[config.mk]
export PLATFORM = sky130hd
export DESIGN_NAME = pwm_cmp_top
export DESIGN_NICKNAME = d
export VERILOG_FILES = /design/src/rtl/pwm_cmp_pkg.sv /design/src/rtl/pwm_rst_sync.sv /design/src/rtl/pwm_tick_gen.sv /design/src/rtl/pwm_timer.sv /design/src/rtl/pwm_duty_regs.sv /design/src/rtl/pwm_cmp_top.sv
export SDC_FILE = /design/constraint.sdc
export NUM_CORES = 1
export LEC_CHECK = 0
export ABC_AREA = 1
export CORE_ASPECT_RATIO = 1.75
export CORE_MARGIN = 2
export CORE_UTILIZATION = 45
export DETAILED_ROUTE_END_ITERATION = 12
export HOLD_SLACK_MARGIN = 0.05
export PLACE_DENSITY = 0.68
export SLEW_MARGIN = 30
export SYNTH_ARGS = -nofsm -noshare
export SYNTH_HDL_FRONTEND = slang
export SYNTH_HIERARCHICAL = 1
export SYNTH_SLANG_ARGS = --single-unit
[constraint.sdc]
create_clock -name clk_i -period 1.4 [get_ports clk_i]
set_input_delay 0.42 -clock clk_i [delete_from_list [all_inputs] [get_ports clk_i]]
set_output_delay 0.42 -clock clk_i [all_outputs]
set_load 0.1 [all_outputs]
[src/rtl/pwm_cmp_pkg.sv]
package pwm_cmp_pkg;
  typedef enum logic [1:0] {
    SRC_CLK_DIV_A = 2'd0,
    SRC_CLK_DIV_B = 2'd1,
    SRC_EXT_EDGE  = 2'd2,
    SRC_OVF_PULSE = 2'd3
  } tick_src_e;
endpackage

[src/rtl/pwm_rst_sync.sv]
module pwm_rst_sync #(
  parameter int STAGES = 2
) (
  input  logic clk_i,
  input  logic rst_ni,
  output logic rst_sync_no
);
  logic [STAGES-1:0] sync_q;
  logic [STAGES-1:0] sync_d;

  always_comb begin
    sync_d = {sync_q[STAGES-2:0], 1'b1};
  end

  always_ff @(posedge clk_i or negedge rst_ni) begin
    if (!rst_ni) sync_q <= '0;
    else         sync_q <= sync_d;
  end

  assign rst_sync_no = sync_q[STAGES-1];
endmodule

[src/rtl/pwm_tick_gen.sv]
module pwm_tick_gen
  import pwm_cmp_pkg::*;
#(
  parameter int DIV_A       = 4,
  parameter int DIV_B       = 12,
  parameter int SYNC_STAGES = 2
) (
  input  logic       clk_i,
  input  logic       rst_ni,
  input  logic [1:0] src_sel_i,
  input  logic       ext_tick_i,
  input  logic       ovf_tick_i,
  output logic       tick_o
);
  localparam int AW = (DIV_A > 1) ? $clog2(DIV_A) : 1;
  localparam int BW = (DIV_B > 1) ? $clog2(DIV_B) : 1;
  localparam logic [AW-1:0] A_LAST = AW'(DIV_A - 1);
  localparam logic [BW-1:0] B_LAST = BW'(DIV_B - 1);

  logic [AW-1:0] div_a_q, div_a_d;
  logic [BW-1:0] div_b_q, div_b_d;
  logic          tick_a, tick_b;

  logic [SYNC_STAGES-1:0] ext_sync_q, ext_sync_d;
  logic                   ext_prev_q;
  logic                   ext_rise;

  // Next-state logic for the two free-running dividers
  always_comb begin
    tick_a  = (div_a_q == A_LAST);
    tick_b  = (div_b_q == B_LAST);
    div_a_d = tick_a ? '0 : div_a_q + 1'b1;
    div_b_d = tick_b ? '0 : div_b_q + 1'b1;
  end

  always_ff @(posedge clk_i or negedge rst_ni) begin
    if (!rst_ni) begin
      div_a_q <= '0;
      div_b_q <= '0;
    end else begin
      div_a_q <= div_a_d;
      div_b_q <= div_b_d;
    end
  end

  // External input: synchronizer chain and rising-edge detect
  always_comb begin
    ext_sync_d = {ext_sync_q[SYNC_STAGES-2:0], ext_tick_i};
    ext_rise   = ext_sync_q[SYNC_STAGES-1] & ~ext_prev_q;
  end

  always_ff @(posedge clk_i or negedge rst_ni) begin
    if (!rst_ni) begin
      ext_sync_q <= '0;
      ext_prev_q <= 1'b0;
    end else begin
      ext_sync_q <= ext_sync_d;
      ext_prev_q <= ext_sync_q[SYNC_STAGES-1];
    end
  end

  always_comb begin
    unique case (tick_src_e'(src_sel_i))
      SRC_CLK_DIV_A: tick_o = tick_a;
      SRC_CLK_DIV_B: tick_o = tick_b;
      SRC_EXT_EDGE:  tick_o = ext_rise;
      SRC_OVF_PULSE: tick_o = ovf_tick_i;
      default:       tick_o = 1'b0;
    endcase
  end
endmodule

[src/rtl/pwm_timer.sv]
module pwm_timer #(
  parameter int WIDTH = 8
) (
  input  logic             clk_i,
  input  logic             rst_ni,
  input  logic             clr_i,
  input  logic             adv_i,
  output logic [WIDTH-1:0] cnt_o,
  output logic             wrap_o
);
  localparam logic [WIDTH-1:0] TOP = {WIDTH{1'b1}};

  logic [WIDTH-1:0] cnt_q, cnt_d;

  always_comb begin
    cnt_d = cnt_q;
    if (clr_i)      cnt_d = '0;
    else if (adv_i) cnt_d = cnt_q + 1'b1;
  end

  always_ff @(posedge clk_i or negedge rst_ni) begin
    if (!rst_ni) cnt_q <= '0;
    else         cnt_q <= cnt_d;
  end

  assign cnt_o  = cnt_q;
  assign wrap_o = adv_i & ~clr_i & (cnt_q == TOP);
endmodule

[src/rtl/pwm_duty_regs.sv]
module pwm_duty_regs #(
  parameter int WIDTH = 8
) (
  input  logic             clk_i,
  input  logic             rst_ni,
  input  logic             clr_i,
  input  logic             wrap_i,
  input  logic             wr_act_i,
  input  logic             wr_shd_i,
  input  logic [WIDTH-1:0] wr_data_i,
  output logic [WIDTH-1:0] act_o,
  output logic [WIDTH-1:0] shd_o
);
  logic [WIDTH-1:0] act_q, act_d;
  logic [WIDTH-1:0] shd_q, shd_d;

  // A wrap copy takes priority over a direct write to the active byte
  always_comb begin
    act_d = act_q;
    shd_d = shd_q;
    if (clr_i) begin
      act_d = '0;
      shd_d = '0;
    end else begin
      if (wrap_i)        act_d = shd_q;
      else if (wr_act_i) act_d = wr_data_i;
      if (wr_shd_i)      shd_d = wr_data_i;
    end
  end

  always_ff @(posedge clk_i or negedge rst_ni) begin
    if (!rst_ni) begin
      act_q <= '0;
      shd_q <= '0;
    end else begin
      act_q <= act_d;
      shd_q <= shd_d;
    end
  end

  assign act_o = act_q;
  assign shd_o = shd_q;
endmodule

[src/rtl/pwm_cmp_top.sv]
module pwm_cmp_top #(
  parameter int WIDTH       = 8,
  parameter int DIV_A       = 4,
  parameter int DIV_B       = 12,
  parameter int SYNC_STAGES = 2,
  parameter int RST_STAGES  = 2
) (
  input  logic             clk_i,
  input  logic             rst_ni,
  input  logic [1:0]       src_sel_i,
  input  logic             ext_tick_i,
  input  logic             ovf_tick_i,
  input  logic             run_i,
  input  logic             cmp_en_i,
  input  logic             pwm_en_i,
  input  logic             wr_act_i,
  input  logic             wr_shd_i,
  input  logic [WIDTH-1:0] wr_data_i,
  output logic             pwm_o
);
  logic             rst_sync_n;
  logic             tick;
  logic             mode_en;
  logic             adv;
  logic             wrap;
  logic [WIDTH-1:0] cnt;
  logic [WIDTH-1:0] act_byte;
  logic [WIDTH-1:0] shd_byte;

  pwm_rst_sync #(.STAGES(RST_STAGES)) rst_sync_i (
    .clk_i       (clk_i),
    .rst_ni      (rst_ni),
    .rst_sync_no (rst_sync_n)
  );

  pwm_tick_gen #(
    .DIV_A       (DIV_A),
    .DIV_B       (DIV_B),
    .SYNC_STAGES (SYNC_STAGES)
  ) tick_gen_i (
    .clk_i      (clk_i),
    .rst_ni     (rst_sync_n),
    .src_sel_i  (src_sel_i),
    .ext_tick_i (ext_tick_i),
    .ovf_tick_i (ovf_tick_i),
    .tick_o     (tick)
  );

  assign mode_en = cmp_en_i & pwm_en_i;
  assign adv     = mode_en & run_i & tick;

  pwm_timer #(.WIDTH(WIDTH)) timer_i (
    .clk_i  (clk_i),
    .rst_ni (rst_sync_n),
    .clr_i  (~mode_en),
    .adv_i  (adv),
    .cnt_o  (cnt),
    .wrap_o (wrap)
  );

  pwm_duty_regs #(.WIDTH(WIDTH)) duty_i (
    .clk_i     (clk_i),
    .rst_ni    (rst_sync_n),
    .clr_i     (~mode_en),
    .wrap_i    (wrap),
    .wr_act_i  (wr_act_i),
    .wr_shd_i  (wr_shd_i),
    .wr_data_i (wr_data_i),
    .act_o     (act_byte),
    .shd_o     (shd_byte)
  );

  assign pwm_o = ~mode_en | (cnt >= act_byte);
endmodule

==> results.md <==
- Status: finished, violations left
- Violated checks: setup timing
- IO Port Bufs: 19
- # DRC: 0
- Critical Path Slowest Stage Cell: dfrtp_1
- Worst min path class: reg -> async
- Clock root cell: clkbuf_8
- Register area share after synthesis: between 40% and 50%
- P&R area growth vs syn: 46.5%
- Worst reg2reg path depth: 11
- Cells along the critical path: inv_1 > ha_1 > inv_1 > nand2_1 > nand2_1 > nand2_1 > nand2_1 > nand2_1 > nand2_2 > nand2_4 > buf_12
- Clock transition at path regs: approximately 0.08 ns
- Clock buffer count from CTS: 5
- Number of global-route vias before repair: roughly 1800
- WP buf/inv: 3
- Switch Pwr: approximately 0.53 mW
- Worst setup margin: -0.598 ns
- Worst ir drop on vdd: around 0.00066 V
- Startpoint types: flop
- WL final: roughly 4400 um
- Share of layout cells above drive strength 1: 30.0%
- Cells after Synth: roughly 230
- Crit path DAT: approximately 1.6 ns
- Synth Register Bits: 35
- Detail Route Antenna Nets: 0
- P per Cell Area: 842 mW/mm^2
- WHS: between 0.15 and 0.2 ns
- Adder-Cell Fraction of Synth Area: 7.47%
- CTS Buffer Depth: 2
- Pre-CTS setup slack: -0.822 ns
- # IOs: 20
- H-Tree Depth: 2
- Mapped Area: ~0.0018 mm^2
- RSZ-0062 raised after global routing: true
- Gpl congestion: 0.764
- Crit path max-delay family: simple AND/OR/NAND/NOR gates
- Post-Synth XOR/XNOR Area: 0%
- CP required: between 0.9 and 1 ns
- Tcrit/Tclk final: 143%
- Stages on worst setup path: 11
- Power share of the sequential group: 46.1%
- Cells after DPL: around 330
- Synthesized Nets: approximately 260
- CP max FO: 2
- Synth Area in Compound Gates: between 3 and 4%
- Non-filler instance count after layout: around 350
- Global-route usage over all layers: between 20% and 30%
- Largest family of logic cells by synthesized area: simple AND/OR/NAND/NOR gates
- FP Rows: 30
- Ant diodes: 0
- Skew final: about 0.008 ns
- Skew-Pair Late Insertion Delay: roughly 0.29 ns
- Max Cap Violations: 0
- Final setup viols: 17
- GRT overflow: 0
- Avg Cell Area, Syn: roughly 8 um^2
- Clock share of power: a little over two fifths
- Cell Int Power: between 1.5 and 2 mW
- Yosys cell types: 24
- Period minus WS final: between 1.5 and 2 ns
- # hold bufs at CTS: 0
- Power share of the combinational group: between 10% and 20%
- Crit path kind: reg -> out
- Final HPWL from detailed placement: between 3000 and 4000 um
- Sw frac: 23.4%
- Fin. Hold Viols: 0
- # nets final: ~330
- Top cell by count, worst path: nand2_1
- Via-to-Cell Ratio: slightly below 5
- DRT Pass-1 Iters: 4
- Core area: between 0.003 and 0.004 mm^2
- Leakage power: 1.47 nW
- Die area: 0.00464 mm^2
- Fin util: 69.2%
- CTS tree: done
- Max stage delay on crit path: about 0.37 ns
- First-pass GRT wire length: between 7000 and 8000 um
- Simple-gate share of the synthesized area: between 30% and 40%
- Crit. End Element: primary output
- Initial Util: a little under half
- DR WL/cell: 12.7 um
- Synthesis Warnings: 6
- Via count: 1685
- Largest net degree at the start of global routing: 26
- Highest Clock Rate: roughly 500 MHz
- Initial antenna violation count: 0
- Die Span Y: roughly 89 um
- Max-slew violation count: 0
- 1st-iter DRT viols: 30
- Die width: between 50 and 60 um
- CTS Sinks: 35
- Mux contribution to synthesized area: 0%
- Final TNS setup: -6.04 ns
[kinds of logic (layout without fill, tap and decap cells)]
group,Yosys count,after routing
AND/OR/NAND/NOR,141,141
flip-flops,35,35
buffers and inverters,32,101
adder cells (fa/ha/maj),11,11
AO/OA/AOI/OAI,11,11
other,1,1
[final cells by class]
cell class,count,area [um^2]
sequential,35,876
clock inverter,2,38.8
multi-input combinational,164,933
inverter,29,116
fill,316,1200
timing repair buffer,64,593
tap,48,60.1
clock buffer,6,82.6
[placed cells by master (no fill, tap or decap), types with 2 or more instances in the layout]
cell type / netlist / final
nand2_2: 3 / 6
nand4_1: 2 / 2
clkbuf_8: 0 / 6
nand2_4: 0 / 3
buf_4: 0 / 36
nand3_1: 20 / 18
dlygate4sd2_1: 0 / 2
inv_2: 4 / 2
nor2_2: 2 / 5
nor2_4: 3 / 5
ha_2: 0 / 2
nor2_1: 14 / 9
inv_1: 25 / 24
o21ai_1: 1 / 3
clkdlybuf4s50_1: 0 / 15
inv_4: 0 / 3
ha_1: 11 / 9
buf_12: 0 / 3
nand2_1: 93 / 86
dfrtp_1: 35 / 35
buf_6: 2 / 6
a21oi_2: 1 / 3
nand3_2: 1 / 3
a21oi_1: 4 / 2
[sequential cells by signal, summed over array words and instances, names as in the netlist]
| register | count |
|---|---|
| duty_i/act_o | 8 |
| duty_i/shd_o | 8 |
| timer_i/cnt_o | 8 |
| tick_gen_i/div_b_q | 4 |
| rst_sync_i/sync_q | 2 |
| tick_gen_i/div_a_q | 2 |
| tick_gen_i/ext_sync_q | 2 |
| tick_gen_i/ext_prev_q | 1 |
[repair_timing]
item | 4_1_cts | 5_1_grt
buffers inserted | 13 | 9
setup endpoints to repair | 18 | 17
pin swaps | 15 | 16
gates cloned | 0 | 0
gates resized for setup | 18 | 23
[cells in the mapped netlist]
cell type / instances / area [um^2]
nand2_1: 93 / 349
dfrtp_1: 35 / 876
inv_1: 25 / 93.8
nand3_1: 20 / 100
nor2_1: 14 / 52.6
ha_1: 11 / 138
a21oi_1: 4 / 20.0
inv_2: 4 / 15.0
nand2_2: 3 / 18.8
nor2_4: 3 / 33.8
o21ai_0: 3 / 15.0
buf_6: 2 / 22.5
nand4_1: 2 / 12.5
nor2_2: 2 / 12.5
a21boi_0: 1 / 7.51
a21oi_2: 1 / 8.76
a22o_1: 1 / 8.76
buf_2: 1 / 5.00
conb_1: 1 / 3.75
nand3_2: 1 / 10.0
nor2_8: 1 / 20.0
nor3_1: 1 / 5.00
nor3_2: 1 / 10.0
o21ai_1: 1 / 5.00
[per-layer routing]
metal	routed length [um]	track usage, %	up-vias
li1	-	-	853
met1	1550	20.5	796
met3	76	4.22	10
met5	0	0	-
met2	2720	43.2	26
met4	75	10.3	0
[power groups by stage]
stage | logic, mW | registers (mW) | clock network, mW
floorplan | 0.102 | 1.07 | 0
global placement | 0.225 | 1.07 | 0
global route | 0.279 | 1.05 | 1.04
CTS | 0.241 | 1.05 | 0.992
detailed placement | 0.227 | 1.07 | 0
finish | 0.252 | 1.05 | 0.974
[through the flow]
step / total power [mW] / instance area, um^2
2_1_floorplan: 1.18 / 1870
3_3_place_gp: 1.29 / 2340
3_5_place_dp: 1.30 / 2340
4_1_cts: 2.28 / 2590
5_1_grt: 2.37 / 2700
6_report: 2.27 / 2700
[worst paths after layout]
check,from,end,slack (ns)
max in group asynchronous,rst_sync_i/sync_q[1]$_DFF_PN0_,timer_i/cnt_o[5]$_DFFE_PN0P_,0.74
max,timer_i/cnt_o[0]$_DFFE_PN0P_,pwm_o,-0.60
min,rst_sync_i/sync_q[1]$_DFF_PN0_,duty_i/shd_o[1]$_DFFE_PN0P_,0.18
min in group clk_i,tick_gen_i/ext_sync_q[0]$_DFF_PN0_,tick_gen_i/ext_sync_q[1]$_DFF_PN0_,0.36
max reg2reg,timer_i/cnt_o[0]$_DFFE_PN0P_,duty_i/act_o[0]$_DFFE_PN0P_,-0.41
min reg2reg,rst_sync_i/sync_q[1]$_DFF_PN0_,duty_i/shd_o[1]$_DFFE_PN0P_,0.18
(Power assumes the default switching activity.)
